### src/rtl/mq_pkg.sv
package mq_pkg;
  localparam int QSEL_W = 2;
  localparam int ID_W   = 3;
  localparam int ADDR_W = QSEL_W + 1 + ID_W;
  localparam int NQ     = 1 << QSEL_W;

  typedef enum logic [1:0] {
    SW_IDLE      = 2'd0,
    SW_FALL_NEW  = 2'd1,
    SW_DRAIN_OLD = 2'd2
  } sw_stage_t;

  function automatic logic [QSEL_W-1:0] addr_queue(input logic [ADDR_W-1:0] a);
    return a[QSEL_W-1:0];
  endfunction

  function automatic logic addr_null(input logic [ADDR_W-1:0] a);
    return a[QSEL_W];
  endfunction

  function automatic logic [ID_W-1:0] addr_dev(input logic [ADDR_W-1:0] a);
    return a[ADDR_W-1 -: ID_W];
  endfunction
endpackage

### src/rtl/mq_fifo.sv
module mq_fifo #(
  parameter int DATA_W = 36,
  parameter int DEPTH  = 8
) (
  input  logic              clk,
  input  logic              rst_n,
  input  logic              push,
  input  logic [DATA_W-1:0] push_data,
  input  logic              pop,
  output logic [DATA_W-1:0] head,
  output logic              empty,
  output logic              full
);
  localparam int AW = $clog2(DEPTH);

  logic [DATA_W-1:0] mem [DEPTH];
  logic [AW-1:0]     wp, rp;
  logic [AW:0]       cnt;
  logic              do_push, do_pop;

  assign empty   = (cnt == '0);
  assign full    = (cnt == (AW+1)'(DEPTH));
  assign do_push = push && !full;
  assign do_pop  = pop && !empty;
  assign head    = mem[rp];

  always_ff @(posedge clk) begin
    if (do_push) mem[wp] <= push_data;
  end

  always_ff @(posedge clk or negedge rst_n) begin
    if (!rst_n) begin
      wp  <= '0;
      rp  <= '0;
      cnt <= '0;
    end else begin
      if (do_push) wp <= (wp == AW'(DEPTH-1)) ? '0 : wp + 1'b1;
      if (do_pop)  rp <= (rp == AW'(DEPTH-1)) ? '0 : rp + 1'b1;
      cnt <= cnt + (AW+1)'(do_push) - (AW+1)'(do_pop);
    end
  end

  AST_NO_UNDERFLOW: assert property (@(posedge clk) disable iff (!rst_n)
    pop |-> !empty);
  AST_FULL_DROP: assert property (@(posedge clk) disable iff (!rst_n)
    (push && full && !pop) |=> full);
endmodule

### src/rtl/mq_sel_ctrl.sv
module mq_sel_ctrl
  import mq_pkg::*;
(
  input  logic              clk,
  input  logic              rst_n,
  input  logic              prog_done,
  input  logic [ID_W-1:0]   dev_id,
  input  logic [ADDR_W-1:0] rd_addr,
  input  logic              addr_en,
  input  logic              rd_en_n,
  input  logic              flag_strobe,
  output logic [QSEL_W-1:0] cur_q,
  output logic              cur_null,
  output logic              pop_go,
  output logic [QSEL_W-1:0] pop_q,
  output logic              sel_take,
  output sw_stage_t         sw_stage,
  output logic [ID_W-1:0]   flag_dev
);
  logic [QSEL_W-1:0] prev_q;
  logic              prev_null;
  logic              pop_req, tgt_null;

  assign sel_take = addr_en && prog_done && !flag_strobe &&
                    (sw_stage == SW_IDLE) && (addr_dev(rd_addr) == dev_id);

  always_comb begin
    unique case (sw_stage)
      SW_DRAIN_OLD: begin pop_req = 1'b1;     pop_q = prev_q; tgt_null = prev_null; end
      SW_FALL_NEW:  begin pop_req = 1'b1;     pop_q = cur_q;  tgt_null = cur_null;  end
      default:      begin pop_req = !rd_en_n; pop_q = cur_q;  tgt_null = cur_null;  end
    endcase
  end
  assign pop_go = pop_req && !tgt_null;

  always_ff @(posedge clk or negedge rst_n) begin
    if (!rst_n) begin
      cur_q     <= '0;
      cur_null  <= 1'b0;
      prev_q    <= '0;
      prev_null <= 1'b0;
      sw_stage  <= SW_IDLE;
      flag_dev  <= '0;
    end else begin
      if (sel_take) begin
        prev_q    <= cur_q;
        prev_null <= cur_null;
        cur_q     <= addr_queue(rd_addr);
        cur_null  <= addr_null(rd_addr);
        sw_stage  <= SW_DRAIN_OLD;
      end else if (sw_stage == SW_DRAIN_OLD) begin
        sw_stage  <= SW_FALL_NEW;
      end else if (sw_stage == SW_FALL_NEW) begin
        sw_stage  <= SW_IDLE;
      end
      if (flag_strobe) flag_dev <= addr_dev(rd_addr);
    end
  end

  AST_STROBE_EXCL: assert property (@(posedge clk) disable iff (!rst_n)
    !(addr_en && flag_strobe));
  AST_SWITCH_ORDER: assert property (@(posedge clk) disable iff (!rst_n)
    (sw_stage == SW_DRAIN_OLD) |=> (sw_stage == SW_FALL_NEW));
  AST_SEL_LOCKED: assert property (@(posedge clk) disable iff (!rst_n)
    !prog_done |=> ($stable(cur_q) && $stable(cur_null)));
  AST_FLAG_KEEPS_SEL: assert property (@(posedge clk) disable iff (!rst_n)
    (flag_strobe && !addr_en) |=> ($stable(cur_q) && $stable(cur_null)));
  AST_SWITCH_FORCES_READ: assert property (@(posedge clk) disable iff (!rst_n)
    (sw_stage != SW_IDLE) |-> pop_req);
endmodule

### src/rtl/mq_read_port.sv
module mq_read_port
  import mq_pkg::*;
#(
  parameter int DATA_W = 36,
  parameter int DEPTH  = 8
) (
  input  logic              clk,
  input  logic              rst_n,
  input  logic              prog_done,
  input  logic [ID_W-1:0]   dev_id,
  input  logic [ADDR_W-1:0] rd_addr,
  input  logic              addr_en,
  input  logic              rd_en_n,
  input  logic              flag_strobe,
  input  logic              wr_en,
  input  logic [QSEL_W-1:0] wr_queue,
  input  logic [DATA_W-1:0] wr_data,
  output logic [DATA_W-1:0] dout,
  output logic              sel_empty,
  output logic              flag_owner
);
  logic [QSEL_W-1:0] cur_q, pop_q;
  logic              cur_null, pop_go, sel_take;
  sw_stage_t         sw_stage;
  logic [ID_W-1:0]   flag_dev;
  logic [DATA_W-1:0] heads [NQ];
  logic [NQ-1:0]     q_empty, q_full, q_push, q_pop;
  logic              pop_fire;

  mq_sel_ctrl u_ctrl (
    .clk(clk), .rst_n(rst_n), .prog_done(prog_done), .dev_id(dev_id),
    .rd_addr(rd_addr), .addr_en(addr_en), .rd_en_n(rd_en_n),
    .flag_strobe(flag_strobe), .cur_q(cur_q), .cur_null(cur_null),
    .pop_go(pop_go), .pop_q(pop_q), .sel_take(sel_take),
    .sw_stage(sw_stage), .flag_dev(flag_dev)
  );

  for (genvar i = 0; i < NQ; i++) begin : g_q
    assign q_push[i] = wr_en && (wr_queue == QSEL_W'(i));
    assign q_pop[i]  = pop_go && (pop_q == QSEL_W'(i)) && !q_empty[i];
    mq_fifo #(.DATA_W(DATA_W), .DEPTH(DEPTH)) u_fifo (
      .clk(clk), .rst_n(rst_n), .push(q_push[i]), .push_data(wr_data),
      .pop(q_pop[i]), .head(heads[i]), .empty(q_empty[i]), .full(q_full[i])
    );
  end

  assign pop_fire   = |q_pop;
  assign sel_empty  = cur_null || q_empty[cur_q];
  assign flag_owner = (flag_dev == dev_id);

  always_ff @(posedge clk or negedge rst_n) begin
    if (!rst_n)        dout <= '0;
    else if (pop_fire) dout <= heads[pop_q];
  end

  AST_ONE_POP: assert property (@(posedge clk) disable iff (!rst_n)
    $onehot0(q_pop));
  AST_NULL_HOLDS: assert property (@(posedge clk) disable iff (!rst_n)
    (cur_null && sw_stage == SW_IDLE) |=> $stable(dout));
  AST_NULL_EMPTY: assert property (@(posedge clk) disable iff (!rst_n)
    cur_null |-> sel_empty);
  AST_EMPTY_READ_HOLDS: assert property (@(posedge clk) disable iff (!rst_n)
    (!pop_fire) |=> $stable(dout));
  AST_IDLE_NEEDS_REN: assert property (@(posedge clk) disable iff (!rst_n)
    (sw_stage == SW_IDLE && rd_en_n) |-> !pop_fire);
endmodule

### config.mk
export PLATFORM = sky130hd
export DESIGN_NAME = mq_read_port
export DESIGN_NICKNAME = d
export VERILOG_FILES = /design/src/rtl/mq_pkg.sv /design/src/rtl/mq_fifo.sv /design/src/rtl/mq_sel_ctrl.sv /design/src/rtl/mq_read_port.sv
export SDC_FILE = /design/constraint.sdc
export NUM_CORES = 1
export LEC_CHECK = 0
export BUFFER_PORTS_ARGS = -buffer_cell sky130_fd_sc_hd__buf_2
export CORE_MARGIN = 3
export CORE_UTILIZATION = 56
export DETAILED_ROUTE_END_ITERATION = 7
export GPL_ROUTABILITY_DRIVEN = 0
export PLACE_DENSITY = 0.75
export SLEW_MARGIN = 0
export SYNTH_ARGS = -nofsm -noshare
export SYNTH_HDL_FRONTEND = slang
export SYNTH_SLANG_ARGS = --single-unit
### constraint.sdc
create_clock -name clk -period 3.85 [get_ports clk]
set_input_delay 1.155 -clock clk [delete_from_list [all_inputs] [get_ports clk]]
set_output_delay 1.155 -clock clk [all_outputs]
set_load 0.1 [all_outputs]
## Word level (Yosys, flattened, before mapping)

Memory sizes are Yosys's and may differ from the RTL's.
Cells that the tools add are included.

- Add/subtract/negate cells: 16
- Order comparisons: 2
- Equality and inequality tests: 22
- Mux-type cells: 27
- Bitwise gates (word level): 1
- Reductions and logical operators: 47

Operator list:

| cell | number |
|---|---|
| $bmux 36 s2 | 1 |
| $mux 36 | 2 |
| $logic_and 1x1->1 | 25 |
| $add 3x1->3 const B | 8 |
| $eq 3x3->1 const B | 8 |
| $mux 3 | 8 |
| $add 4x1->4 | 4 |
| $eq 4x4->1 const B | 4 |
| $logic_not 4->1 | 4 |
| $sub 4x1->4 | 4 |
| $logic_not 1->1 | 11 |
| $mux 1 | 11 |
| $eq 2x2->1 const B | 5 |
| $mux 2 | 4 |
| $eq 2x1->1 const B | 3 |
| $eq 3x3->1 | 2 |
| $logic_not 2->1 | 3 |
| $reduce_or 4->1 | 1 |
| $ge 3x3->1 const B | 1 |
| $lt 2x3->1 const B | 1 |
| $not 2->3 | 1 |
| $reduce_bool 3->1 | 1 |
| $bmux 1 s2 | 1 |
| $reduce_or 2->1 | 1 |
| $logic_or 1x1->1 | 1 |

- Bits in registers: 87
- RAM bits: 1152
- Bits of input ports: 54
- Output and inout port bits: 38
- Word-level logic and storage cells: 138
- Memories kept: 4

Memory list:

| memory | words | bits a word | read ports | clocked after memory_dff | write ports | line | source |
|---|---|---|---|---|---|---|---|
| g_q[0].u_fifo.mem | 8 | 36 | 1 | 0 | 1 | mq_fifo.sv:16 | `logic [DATA_W-1:0] mem [DEPTH];` |
| g_q[1].u_fifo.mem | 8 | 36 | 1 | 0 | 1 | mq_fifo.sv:16 |  |
| g_q[2].u_fifo.mem | 8 | 36 | 1 | 0 | 1 | mq_fifo.sv:16 |  |
| g_q[3].u_fifo.mem | 8 | 36 | 1 | 0 | 1 | mq_fifo.sv:16 |  |

## Depth between registers and ports, before layout

- Word-level depth: 8
- Gate-level depth with buffers: 13
- Gate-level depth less buffers: 11

## By module

A second synthesis with hierarchy kept.

- Cells, all modules: 2081
- Area, all modules: 48791.8 um2

By module, submodules not included:

| module | instances | cells an instance | area each (um2) | sequential area each (um2) |
|---|---|---|---|---|
| mq_fifo at g_q[1].u_fifo ... | 3 | 475 | 11431.0 | 8898.5 |
| mq_fifo at g_q[0].u_fifo | 1 | 476 | 11437.2 | 8898.5 |
| mq_read_port | 1 | 140 | 2502.4 | 900.9 |
| mq_sel_ctrl | 1 | 40 | 559.3 | 275.3 |

## Worst setup path after synthesis

Ideal clock, no wire load.

- Path kind: input -> register
- Start: in wr_queue[1]
- End: mem g_q[0].u_fifo.mem[0][0] (enable)
- Arrival time: 4.520 ns
- Required time: 3.376 ns
- Path slack: -1.144 ns
- Stages: 4
- Path through: nand2b_1 > a211oi_1 > nand2b_1 > nor3_1

- Longest elaborated chain between the ends: 5

Ends and longest elaborated chain:

| element | line | source |
|---|---|---|
| start: declaration | mq_read_port.sv:16 | `input logic [QSEL_W-1:0] wr_queue,` |
| $logic_not 2->1 | mq_read_port.sv:39 | `assign q_push[i] = wr_en && (wr_queue == QSEL_W'(i));` |
| $logic_and 1x1->1 | mq_read_port.sv:39 |  |
| $logic_and 1x1->1 | mq_fifo.sv:23 | `assign do_push = push && !full;` |
| via g_q[0].u_fifo.do_push | mq_fifo.sv:19 | `logic do_push, do_pop;` |
| $mux 1 | mq_fifo.sv:28 | `if (do_push) mem[wp] <= push_data;` |
| $mux 1 (implied by the code) | mq_fifo.sv:28 |  |
| end: declaration | mq_fifo.sv:16 |  |

The timed path passes the listed nets, and every way through them passes these cells.

## Final worst setup path

- Start: reg g_q[3].u_fifo.cnt[1]
- End: out sel_empty

- Longest elaborated chain between the ends: 4

Ends and longest elaborated chain:

| element | line | source |
|---|---|---|
| start: declaration | mq_fifo.sv:18 | `logic [AW:0] cnt;` |
| start signal: assignment | mq_fifo.sv:39 | `cnt <= cnt + (AW+1)'(do_push) - (AW+1)'(do_pop);` |
| $logic_not 4->1 | mq_fifo.sv:21 | `assign empty = (cnt == '0);` |
| $bmux 1 s2 | mq_read_port.sv:48 | `assign sel_empty = cur_null \|\| q_empty[cur_q];` |
| $mux 1 (implied by the code) | mq_read_port.sv:48 |  |
| $logic_or 1x1->1 | mq_read_port.sv:48 |  |
| end: declaration | mq_read_port.sv:19 | `output logic sel_empty,` |

No other way between the ends. The select of a mux whose other input is x is not followed.

==> out/summary.md <==
The tightest min-delay check is of the input port to asynchronous set/reset pin type. The number of hold buffers added after CTS was 0. Walking the worst path, the cells encountered are nor2_1 -> nand3_1 -> o211ai_1 -> o21ai_0 -> nand2b_1 -> buf_2.

The final route contains 23400 vias. Layout overhead on the synthesized area: 13.9%. Setup violations remaining at the end of the flow were counted as 0.

The multi-input combinational cells in the finished layout cover a total of 0.0109 mm2. The sequential cells in the finished layout cover a total of 0.0368 mm2. The number of endpoints with negative hold slack in the final report is 0.

Critical path class: flip-flop to output port. In this run the worst path has a maximum fanout of 4. The origin of the critical flop-to-flop path is u_ctrl.sw_stage[0].

The run gives 53 as the pin count of the biggest net entering global routing. The post-cts resize count was 0; the filler cell count was 5351. Measured against its own limit, the worst slew margin works out to 38.3%. The number of cell instances on the worst register-to-register path came out at 11. Global routing consumed, on the met3 layer, 5.42% of the routing resources. The number of DRC markers after the initial detailed-route iteration is 2834, and the share of the synthesized area in the top cell type is 71.9%. The clock slew seen by the registers of the worst setup and hold paths was 0.06 ns; the number of top-level pins was 92. The proportion of layout cells with a drive suffix above 1 came out at 29.0%. By area the synthesized netlist is led by sky130_fd_sc_hd__edfxtp_1 (72%), sky130_fd_sc_hd__mux4_2 (13%), sky130_fd_sc_hd__dfrtp_1 (4.5%). Setup slack after layout: 0.465 ns. The number of placed instances, taps included, is 3422. The flow ran to the end, and the final reports show no timing, DRC or antenna violations. End of the critical path: sel_empty. The first TritonRoute pass finished after 5 iterations. Timing analysis after detailed placement gives a worst setup slack of 0.231 ns.

The wire length of the first global-routing pass was 165000 um; the worst-case hold slack was 0.494 ns. The simple-gate portion of the synthesized area was 1.23%; the via count of the first global-routing pass was 24600. Setup repair after global routing left no endpoint under its margin. The analysis attributes to cell leakage a power of 17.7 nW. The run gives 3 as the H-tree depth. The wire-length estimate of the detail-placed layout is 61600 um. The pin slew with the least headroom to its limit works out to 0.925 ns. The total overflow left after global routing is 0.

Number of logic stages on the critical path including buffering: 6. In this design, the largest share of critical-path delay is due to simple AND/OR/NAND/NOR gates. Most used routing layer in global routing: met2.

The biggest cell delay along the critical path was 0.43 ns; the number of nets produced by synthesis was 2297. Cell type contributing the most total cell area after synthesis: sky130_fd_sc_hd__edfxtp_1. The run gives 118 as the total CTS buffers. In this run the power density over the cells is 612 mW/mm2. Cell with the largest stage delay on the worst path: sky130_fd_sc_hd__dfrtp_1. Met1 track utilization from global routing: 35.2%. The cell sitting at the root of the clock tree is a sky130_fd_sc_hd__clkbuf_16.

The clock drives 1239 sinks. The clock skew was 0.0341 ns; the post-synthesis compound-gate area fraction was 1.45%. The minimum setup slack among reg-to-reg paths was 0.56 ns. The worst flop-to-flop path endpoint is g_q[1].u_fifo.cnt[2].

The number of buffers and inverters on the critical path came out at 1. After detailed routing, the average wire length per cell comes to 30.4 um. Measured along the x axis, the die boundary spans 299 um. By area, the combinational part of the netlist is dominated by multiplexers. Static timing analysis puts the maximum clock frequency at 0.295 GHz.

For the number of routed nets with antenna violations, the log shows 0. Synthesis handed over a netlist of 2197 instances. Count of standard-cell rows: 106. The tools report the initial antenna violation count as 1. Post-CTS timing repair inserted 0 buffers for setup. The tools report the final routed wirelength across all metal layers as 111000 um. The tools report the maximum buffer depth of the clock tree as 3. Sequential element share of the synthesized area: 76.4%.

For the area inside the core boundary, the log shows 0.0844 mm2. The area share of xor/xnor cells in the synthesized design was 0.255%. After synthesis, the share of cell area in mux cells is 17.8%.

The run gives 42 as the count of distinct cell types in the synthesized netlist. The synthesized design contains 1239 register bits. The count of placed standard cells in the final layout, fillers left out was 3642; the shortest period the worst path allows was 3.38 ns. At the end of the flow, the number of nets in the layout was 2508. The adder-cell area share of the yosys netlist is 1.26%. The critical path launch point type is a flip-flop. The arrival time reported for the critical path endpoint is 2.23 ns, and the via count normalized by instance count is 6.42. The DRC violation count after routing is 0, and the average cell area after synthesis is 21.9 um2. The die is 299 um tall. The final design utilization is 64.9%, and the peak ir drop on the vdd network is 1310 uV.

The full die area is 0.0895 mm2. Launching instance or port of the critical path: g_q[3].u_fifo.cnt[1]. The worst setup path is captured at an output port. Port buffering added 91 buffers.

The run gives 0.70 ns as the later-pin clock latency in the skew report. The routing usage on met2 is 40.8%, and the required arrival time at the worst endpoint is 2.69 ns. For the number of warnings reported in the yosys synthesis log, the log shows 0. TritonCTS built the clock tree.

The run gives 57.0% as the starting utilization of the core area. The number of diodes was 0; the total track usage was 25.3%. Of the available clock period, the critical path in the final layout requires 87.9%.

The number of max-slew violations in the final report is 0, and the max-cap violation count is 0. The synthesized netlist occupies a cell area of 0.0481 mm2.
[per-layer routing]
metal	vias up	routed length, um
li1	9497	-
met2	1317	54300
met1	12400	41900
met4	2	3430
met3	205	11200
met5	-	13
[state kept, by name, summed over array words and instances (netlist names)]
register and count:
g_q.u_fifo.rp 12, g_q.u_fifo.mem 1152, u_ctrl.prev_q 2, g_q.u_fifo.wp 12, dout 36, u_ctrl.cur_q 2
u_ctrl.cur_null 1, g_q.u_fifo.cnt 16, u_ctrl.prev_null 1, u_ctrl.flag_dev 3, u_ctrl.sw_stage 2
[synth_stat cells, drive strengths merged]
cell    count
mux4      288
o22ai      72
nand2b     14
a21o        4
inv        74
mux2       23
buf        53
nor3b       2
a211oi      6
edfxtp   1152
o211ai      1
nor2       71
xor2       12
fa          4
dfrtp      87
nand2      18
mux2i     182
nand3b      4
nand3       1
xnor2       2
a21oi       7
o21ai      12
o32a        1
o21bai      1
nand4b      1
nor2b       2
nor3       10
a31oi       1
nor4        2
ha         42
clkbuf     46
a32oi       1
and3b       1
[stage by stage]
stage / instance area (um2) / setup TNS, ns / total power, mW
2_1_floorplan: 48200 / -127.09 / 20.5
3_3_place_gp: 51000 / 0 / 22.3
3_5_place_dp: 51000 / 0 / 22.5
4_1_cts: 54800 / 0 / 33.7
5_1_grt: 54800 / 0 / 34.6
6_report: 54800 / 0 / 33.5
[worst reg2reg max path: cells and delay by family (launching register included)]
family                   cells  cell delay [ns]
flip-flops                   1             0.38
XOR/XNOR                     1             0.14
buffers and inverters        3             0.21
multiplexers                 1             0.23
AO/OA/AOI/OAI                1             0.21
AND/OR/NAND/NOR              1             0.60
adder cells (fa/ha/maj)      4             1.41
[layout make-up]
cell class / count / share of cell area [%]
sequential: 1239 / 67.2
multi-input combinational: 785 / 19.9
clock buffer: 148 / 5.75
timing repair buffer: 190 / 2.90
tap: 1134 / 2.59
clock inverter: 72 / 1.20
inverter: 74 / 0.507
[cells by family after synthesis]
kind of cell,count (synthesis)
flops,1239
simple gates,126
fa+ha+maj,46
mux,493
buf+inv,173
xor+xnor,14
compound gates,106
[worst min path at each step]
stage          slack, ns            endpoint        startpoint  cells past startpoint
2_1_floorplan       0.48    u_ctrl.prev_null  u_ctrl.prev_null                      1
3_3_place_gp        0.50    u_ctrl.prev_null  u_ctrl.prev_null                      1
3_5_place_dp        0.51            dout[35]          dout[35]                      2
4_1_cts             0.51  u_ctrl.flag_dev[2]             rst_n                      1
5_1_grt             0.55             dout[5]           dout[5]                      2
6_report            0.49  u_ctrl.flag_dev[1]             rst_n                      1
[cell usage in the layout (no fill, tap or decap), types with 5 or more instances in the layout]
cell type	netlist	layout
sky130_fd_sc_hd__clkinv_1	0	25
sky130_fd_sc_hd__mux4_2	288	288
sky130_fd_sc_hd__nor3_4	0	8
sky130_fd_sc_hd__clkbuf_1	46	24
sky130_fd_sc_hd__buf_2	39	90
sky130_fd_sc_hd__dfrtp_1	87	75
sky130_fd_sc_hd__o21ai_0	11	11
sky130_fd_sc_hd__mux2_2	23	23
sky130_fd_sc_hd__clkbuf_16	0	120
sky130_fd_sc_hd__inv_6	0	5
sky130_fd_sc_hd__nand2b_1	14	14
sky130_fd_sc_hd__clkinv_2	0	23
sky130_fd_sc_hd__mux2i_1	182	182
sky130_fd_sc_hd__edfxtp_1	1152	1152
sky130_fd_sc_hd__dfrtp_4	0	8
sky130_fd_sc_hd__buf_12	0	31
sky130_fd_sc_hd__bufinv_16	0	9
sky130_fd_sc_hd__buf_4	1	69
sky130_fd_sc_hd__xor2_1	12	12
sky130_fd_sc_hd__ha_1	42	42
sky130_fd_sc_hd__a21oi_1	6	6
sky130_fd_sc_hd__nand2_1	18	18
sky130_fd_sc_hd__inv_1	73	73
sky130_fd_sc_hd__nor2_4	0	24
sky130_fd_sc_hd__nor2_1	71	47
sky130_fd_sc_hd__o22ai_1	72	72
[power breakdown]
part	switching [mW]	internal [mW]	leakage (nW)
sequential	0.666	15.6	11.4
combinational	4.01	1.97	4.45
clock	4.89	6.41	1.86
total	9.56	24.0	17.7
Power figures use the tool's default switching activity.
